`src/rtl/sertx_pkg.sv`:
```
// Shared constants and helpers for the serial transmitter.
// Assumes a frame of one start bit, DATA_W or DATA_W+1 data bits, one stop bit.
package sertx_pkg;
    localparam int OS_FAST_DEF = 16;
    localparam int OS_SLOW_DEF = 64;

    // Number of bit slots in a frame for the given data width and mode.
    function automatic int frame_len(input logic nine, input int data_w);
        return data_w + (nine ? 3 : 2);
    endfunction
endpackage

```
`src/rtl/sertx_baud.sv`:
```
// Baud tick generator: a down counter that reloads from the divisor on zero.
// A tick is one clock wide, and ticks come every (divisor+1) clocks.
// Assumes restart is pulsed when a frame loads, which aligns bit timing with the load edge.
module sertx_baud #(
    parameter int DIV_W = 16
) (
    input  logic               clk,
    input  logic               rst_n,
    input  logic               en,
    input  logic               restart,
    input  logic               wide,
    input  logic [DIV_W/2-1:0] div_hi,
    input  logic [DIV_W/2-1:0] div_lo,
    output logic               tick
);
    localparam int HALF = DIV_W / 2;

    logic [DIV_W-1:0] divisor;
    logic [DIV_W-1:0] count;

    // Pick the 16-bit or the 8-bit divisor.
    always_comb divisor = wide ? {div_hi, div_lo} : {{HALF{1'b0}}, div_lo};

    // Count down. Reload on zero, on restart, or while disabled.
    always_ff @(posedge clk) begin
        if (!rst_n)
            count <= '0;
        else if (!en || restart || count == '0)
            count <= divisor;
        else
            count <= count - 1'b1;
    end

    assign tick = en && (count == '0);

    // A tick is never followed by another unless the divisor is zero.
    assert_tick_spacing_R5: assert property (@(posedge clk) disable iff (!rst_n)
        (tick && !restart && divisor != '0 && $stable(divisor)) |=> !tick);
endmodule

```
`src/rtl/sertx_shift.sv`:
```
// Transmit shift register with the frame sequencer.
// Builds start, data and stop slots on load, then shifts one slot per bit time.
// Assumes load is asserted only while idle or in the cycle that ends the stop bit.
module sertx_shift #(
    parameter int DATA_W  = 8,
    parameter int OS_FAST = sertx_pkg::OS_FAST_DEF,
    parameter int OS_SLOW = sertx_pkg::OS_SLOW_DEF
) (
    input  logic            clk,
    input  logic            rst_n,
    input  logic            en,
    input  logic            tick,
    input  logic            slow,
    input  logic            load,
    input  logic            nine,
    input  logic [DATA_W:0] load_word,
    output logic            busy,
    output logic            line,
    output logic            frame_done
);
    localparam int FRAME_W = DATA_W + 3;
    localparam int SUB_W   = $clog2(OS_SLOW);
    localparam int CNT_W   = $clog2(FRAME_W + 1);

    logic [FRAME_W-1:0] sreg;
    logic [CNT_W-1:0]   left;
    logic [SUB_W-1:0]   sub;
    logic [SUB_W-1:0]   sub_last;
    logic               bit_end;

    // Final tick count of one bit time for the selected oversampling factor.
    always_comb sub_last = slow ? SUB_W'(OS_SLOW - 1) : SUB_W'(OS_FAST - 1);

    assign bit_end    = busy && tick && (sub == sub_last);
    assign frame_done = bit_end && (left == CNT_W'(1));
    assign line       = sreg[0];

    // Load, shift, count ticks, and stop on abort.
    always_ff @(posedge clk) begin
        if (!rst_n || !en) begin
            busy <= 1'b0;
            sreg <= '1;
            left <= '0;
            sub  <= '0;
        end else if (load) begin
            busy <= 1'b1;
            sreg <= {1'b1, (nine ? load_word[DATA_W] : 1'b1), load_word[DATA_W-1:0], 1'b0};
            left <= CNT_W'(sertx_pkg::frame_len(nine, DATA_W));
            sub  <= '0;
        end else if (bit_end) begin
            sreg <= {1'b1, sreg[FRAME_W-1:1]};
            left <= left - 1'b1;
            sub  <= '0;
            if (left == CNT_W'(1))
                busy <= 1'b0;
        end else if (busy && tick) begin
            sub <= sub + 1'b1;
        end
    end

    // A load always starts with the low start bit.
    assert_start_low_R3: assert property (@(posedge clk) disable iff (!rst_n)
        (en && load) |=> (busy && !line));

    // Between ticks the line value is held.
    assert_bit_hold_R5: assert property (@(posedge clk) disable iff (!rst_n)
        (en && busy && !tick && !load) |=> $stable(sreg));

    // Disable aborts the frame at the next edge.
    assert_abort_idle_R10: assert property (@(posedge clk) disable iff (!rst_n)
        !en |=> (!busy && line));
endmodule

```
`src/rtl/sertx_top.sv`:
```
// Double-buffered asynchronous serial transmitter.
// Holds one queued word, hands it to the shifter when the shifter is idle or finishing,
// and keeps a holding-empty flag whose clearing is seen one cycle after the write.
// Assumes synchronous active-low reset and a write strobe one cycle wide.
module sertx_top #(
    parameter int DATA_W  = 8,
    parameter int DIV_W   = 16,
    parameter int OS_FAST = sertx_pkg::OS_FAST_DEF,
    parameter int OS_SLOW = sertx_pkg::OS_SLOW_DEF
) (
    input  logic               clk,
    input  logic               rst_n,
    input  logic               tx_enable,
    input  logic               irq_enable,
    input  logic               nine_bit_mode,
    input  logic               ninth_bit,
    input  logic               wr_valid,
    input  logic [DATA_W-1:0]  wr_data,
    input  logic [DIV_W/2-1:0] div_hi,
    input  logic [DIV_W/2-1:0] div_lo,
    input  logic               wide_div,
    input  logic               fast_mode,
    output logic               tx_line,
    output logic               buf_empty,
    output logic               shift_empty,
    output logic               irq
);
    logic            hold_full;
    logic [DATA_W:0] hold_word;
    logic            wr_acc;
    logic            load;
    logic            tick;
    logic            busy;
    logic            frame_done;
    logic            slow;

    assign wr_acc = wr_valid && tx_enable;
    assign slow   = !fast_mode && !wide_div;
    assign load   = tx_enable && hold_full && (!busy || frame_done);

    // Holding register: a write fills it and a handoff empties it.
    always_ff @(posedge clk) begin
        if (!rst_n || !tx_enable) begin
            hold_full <= 1'b0;
            hold_word <= '0;
        end else begin
            if (load)
                hold_full <= 1'b0;
            if (wr_acc) begin
                hold_full <= 1'b1;
                hold_word <= {ninth_bit, wr_data};
            end
        end
    end

    // Holding-empty flag, one register behind the holding state.
    always_ff @(posedge clk) begin
        if (!rst_n)
            buf_empty <= 1'b0;
        else
            buf_empty <= tx_enable && !hold_full;
    end

    sertx_baud #(.DIV_W(DIV_W)) u_baud (
        .clk     (clk),
        .rst_n   (rst_n),
        .en      (tx_enable),
        .restart (load),
        .wide    (wide_div),
        .div_hi  (div_hi),
        .div_lo  (div_lo),
        .tick    (tick)
    );

    sertx_shift #(.DATA_W(DATA_W), .OS_FAST(OS_FAST), .OS_SLOW(OS_SLOW)) u_shift (
        .clk        (clk),
        .rst_n      (rst_n),
        .en         (tx_enable),
        .tick       (tick),
        .slow       (slow),
        .load       (load),
        .nine       (nine_bit_mode),
        .load_word  (hold_word),
        .busy       (busy),
        .line       (tx_line),
        .frame_done (frame_done)
    );

    assign shift_empty = !busy;
    assign irq         = buf_empty && irq_enable;

    // A write makes the flag read 0 two edges later.
    assert_flag_late_clear_R6: assert property (@(posedge clk) disable iff (!rst_n)
        wr_acc |-> ##2 !buf_empty);

    // Enabling sets the flag at the next edge.
    assert_enable_sets_flag_R2: assert property (@(posedge clk) disable iff (!rst_n)
        $rose(tx_enable) |=> buf_empty);

    // A waiting word with an idle shifter is handed off in one cycle.
    assert_handoff_R7: assert property (@(posedge clk) disable iff (!rst_n)
        (tx_enable && hold_full && shift_empty && !wr_acc) |=> (!hold_full && !shift_empty));

    // No frame can be in progress while disabled.
    assert_idle_when_off_R8: assert property (@(posedge clk) disable iff (!rst_n)
        !tx_enable |=> shift_empty);
endmodule

```
`config.mk`:
```
export PLATFORM = sky130hd
export DESIGN_NAME = sertx_top
export DESIGN_NICKNAME = d
export VERILOG_FILES = /design/src/rtl/sertx_pkg.sv /design/src/rtl/sertx_baud.sv /design/src/rtl/sertx_shift.sv /design/src/rtl/sertx_top.sv
export SDC_FILE = /design/constraint.sdc
export NUM_CORES = 1
export LEC_CHECK = 0
export BUFFER_PORTS_ARGS = -buffer_cell sky130_fd_sc_hd__buf_2
export CAP_MARGIN = 20
export CORE_MARGIN = 3
export CORE_UTILIZATION = 51
export CTS_CLUSTER_DIAMETER = 150
export CTS_CLUSTER_SIZE = 10
export DETAILED_ROUTE_END_ITERATION = 7
export GPL_TIMING_DRIVEN = 0
export PLACE_DENSITY_LB_ADDON = 0.15
export SLEW_MARGIN = 5
export SYNTH_ARGS = -nofsm -noshare
export SYNTH_HDL_FRONTEND = slang
export SYNTH_SLANG_ARGS = --single-unit
```
`constraint.sdc`:
```
create_clock -name clk -period 2.2 [get_ports clk]
set_clock_uncertainty 0.2 [all_clocks]
set_input_delay 0.11 -clock clk [delete_from_list [all_inputs] [get_ports clk]]
set_output_delay 0.11 -clock clk [all_outputs]
set_load 0.05 [all_outputs]
```
==> metrics.csv <==
stage,metric,value,unit
power,peak supply drop,387.7,µV
power,Static Leak,1.391,nW
cts,CTS tree,built,
finish,layout cells sized above 1,0.2712,
outcome,violated checks,negative setup slack,
sta,RSZ-0062 raised after global routing,yes,
global_route,GRT Util Overall,0.2374,
sta,Final Hold Fails,0,
yosys,Ys Warns,0,
worst_setup_path,crit path kind,reg -> reg,
cts,clock root cell,clkbuf_8,
finish,"most common cell after layout, fill and taps aside",dfxtp_1,
sta,Max-slew headroom,0.5448,
drt,number of vias in the routed layout,2435,
cts,clk buf depth,2,
sta,Pins Over Slew Limit,0,
die,area of the core,0.004474,mm²
yosys,cell taking the most area after synthesis,dfxtp_1,
worst_hold_path,hold endpoint,u_baud.count[9],
drt,Antenna Nets Post-Route,0,
cts,clk_lat worst skew,0.31,ns
yosys,Cells after Synth,286,
yosys,register bit total from synthesis,48,
placement,Buffers on Ports,33,
global_route,initial antenna violation count,0,
worst_hold_path,min-delay worst type,in -> reg,
worst_setup_path,Worst R2R Setup Slack,-0.16,ns
placement,gpl congestion,0.8330,
worst_setup_path,Reg2Reg Depth,5,
drt,detailed router's first-iteration violation count,149,
worst_setup_path,Critical R2R Launch,u_baud.count[2],
sta,setup ws final,-0.1580,ns
placement,placed cells,371,
die,row cnt,24,
yosys,top cell type's share of synthesized area,0.3959,
die,Die ar.,0.005624,mm²
finish,"non-filler cells, final",417,
cts,clock sinks,48,
global_route,global route overflow,0,
job,Max-cap violations,0,
global_route,largest net degree at the start of global routing,17,
sta,slew at the pin with the worst max-slew slack,0.6827,ns
die,initial core utilization,0.5425,
global_route,first-pass GRT wire length,10220,µm
yosys,post-synthesis sequential area ratio,0.3959,
drt,WL/cell,15.74,µm
yosys,predominant post-synthesis flop cell,dfxtp_1,
sta,final setup TNS,-0.2513,ns
drt,drt via density,5.839,
worst_setup_path,Setup crit start,u_baud.count[2],
placement,Place WS,-0.2788,ns
worst_setup_path,crit path DAT,2.39,ns
cts,CTS Buf Count,5,
worst_hold_path,Min-Delay Path Depth,3,
die,Die W,74.99,µm
yosys,Mapped Area,0.002427,mm²
worst_setup_path,RR Endpoint,u_shift.left[2],
worst_setup_path,Max Fanout on Critical Path,5,
yosys,asr flop ratio synth,0,
sta,final setup violation count,6,
yosys,Post-synth EDFFs,0,
die,io pins,37,
outcome,status,"finished, violations left",
drt,# DRC,0,
finish,ANT cells,0,
yosys,Syn Area/Cell,8.487,µm²
worst_setup_path,critical path launch point type,flip-flop,
finish,most frequent cells in the layout,"dfxtp_1, buf_2, dlygate4sd3_1, nor2_1, a21oi_1",
cts,clock slew at reported path FFs,0.09,ns
power,PD cells,609.9,mW/mm²
yosys,most area-consuming cells after synthesis,"dfxtp_1, a21oi_1, o211a_1, mux2i_1, nand3_1",
worst_hold_path,min-delay src,rst_n,
cts,H-tree depth,2,
sta,final cycle utilization of the critical path,1.072,
yosys,Syn Nets,324,
placement,hpwl dp,3965,µm
die,die outline height,74.99,µm
drt,TritonRoute pass-1 iters,5,
finish,Filler cells,309,
worst_setup_path,Worst setup EP type,flip-flop,
yosys,distinct cell type count of the synthesized netlist,44,
finish,utilization after layout,0.7413,
finish,nets,402,
finish,Area Growth Syn to Fin,36.65,%
sta,Tmin final,2.358,ns
global_route,vias in the first global route,2143,
worst_setup_path,WP data required,2.24,ns
drt,WL final,6564,µm
sta,FMAX,424.1,MHz
## worst max-delay path: stages (launching register included)
cell and delay [ns]:
dfxtp_4 0.37, nor4_4 0.33, nand4_2 0.18, or4_4 0.61
or4_1 0.44, a21oi_1 0.15
## report_power, final
part	internal [mW]	switching [mW]	leakage (nW)	total (mW)
clock	0.343	0.323	0.0548	0.666
sequential	0.912	0.0501	0.395	0.962
combinational	0.204	0.191	0.941	0.395
## metal layers
layer,vias to the layer above,track usage,share of wire
li1,1196,-,-
met1,1143,0.3199,0.44
met2,87,0.3849,0.48
met3,9,0.04005,0.066
met4,0,0.08103,0.014
met5,-,0,0
## stage by stage
stage | total power, mW | hold WS [ns] | area, µm²
after global routing | 2.109 | 0.1127 | 3317
after CTS | 1.997 | 0.05994 | 3184
after floorplan | 1.177 | 0.05723 | 2432
after global placement | 1.254 | 0.1429 | 2663
after detailed placement | 1.258 | 0.1545 | 2663
final | 2.023 | 0.07364 | 3317
## synthesized netlist by cell type (2+ instances only)
master	n
a21o_1	2
a21oi_1	22
a31o_2	5
and2_1	2
and3_1	5
buf_1	2
clkbuf_1	15
dfxtp_1	48
ha_1	5
inv_1	9
mux2i_1	10
nand2_1	22
nand3_1	20
nand3b_1	3
nor2_1	24
nor3_1	9
nor3b_1	2
nor4_2	3
o211a_1	11
o211ai_1	4
o21ai_0	17
o22ai_1	6
o31ai_1	2
or2_2	2
or4_1	8
xnor2_1	6
xor2_1	5
## flip-flops by register name, summed over array words and instances, names as in the netlist
name          flops
u_baud.count     16
u_shift.sreg     10
hold_word         9
u_shift.sub       6
u_shift.left      4
buf_empty         1
hold_full         1
u_shift.busy      1
## worst max path at each step
stage,endpoint,slack [ns],cells past startpoint
floorplan,u_shift.sreg[4],0.007,8
global placement,hold_full,-0.26,5
detailed placement,u_shift.sreg[6],-0.28,5
CTS,u_shift.left[2],-0.07,7
global route,u_shift.left[2],-0.22,5
finish,u_shift.left[2],-0.16,5
## what timing repair did
action	CTS	global route
buffers inserted	8	5
endpoints found under the setup margin	30	29
pin swaps	4	6
hold endpoints to repair	26	0
hold buffers	26	0
resized for setup	26	27
cloned	1	1
## kinds of logic (layout without fill, tap and decap cells)
family | Yosys count | count (layout) | share of synthesized area
adder cells (fa/ha/maj) | 5 | 5 | 0.02577
AND/OR/NAND/NOR | 109 | 109 | 0.2449
buffers and inverters | 27 | 106 | 0.04226
XOR/XNOR | 11 | 11 | 0.03969
flip-flops | 48 | 48 | 0.3959
AO/OA/AOI/OAI | 75 | 75 | 0.2057
multiplexers | 11 | 11 | 0.04588
## layout make-up
type | instances | area [µm²] | area share
Clock buffer | 5 | 68.82 | 0.02075
Clock inverter | 3 | 46.29 | 0.01396
Sequential cell | 48 | 973.4 | 0.2935
Buffer | 15 | 82.58 | 0.02490
Timing Repair Buffer | 74 | 563.0 | 0.1697
Tap cell | 52 | 65.06 | 0.01962
Multi-Input combinational cell | 211 | 1484 | 0.4474
Inverter | 9 | 33.78 | 0.01018
Power figures use the tool's default switching activity.
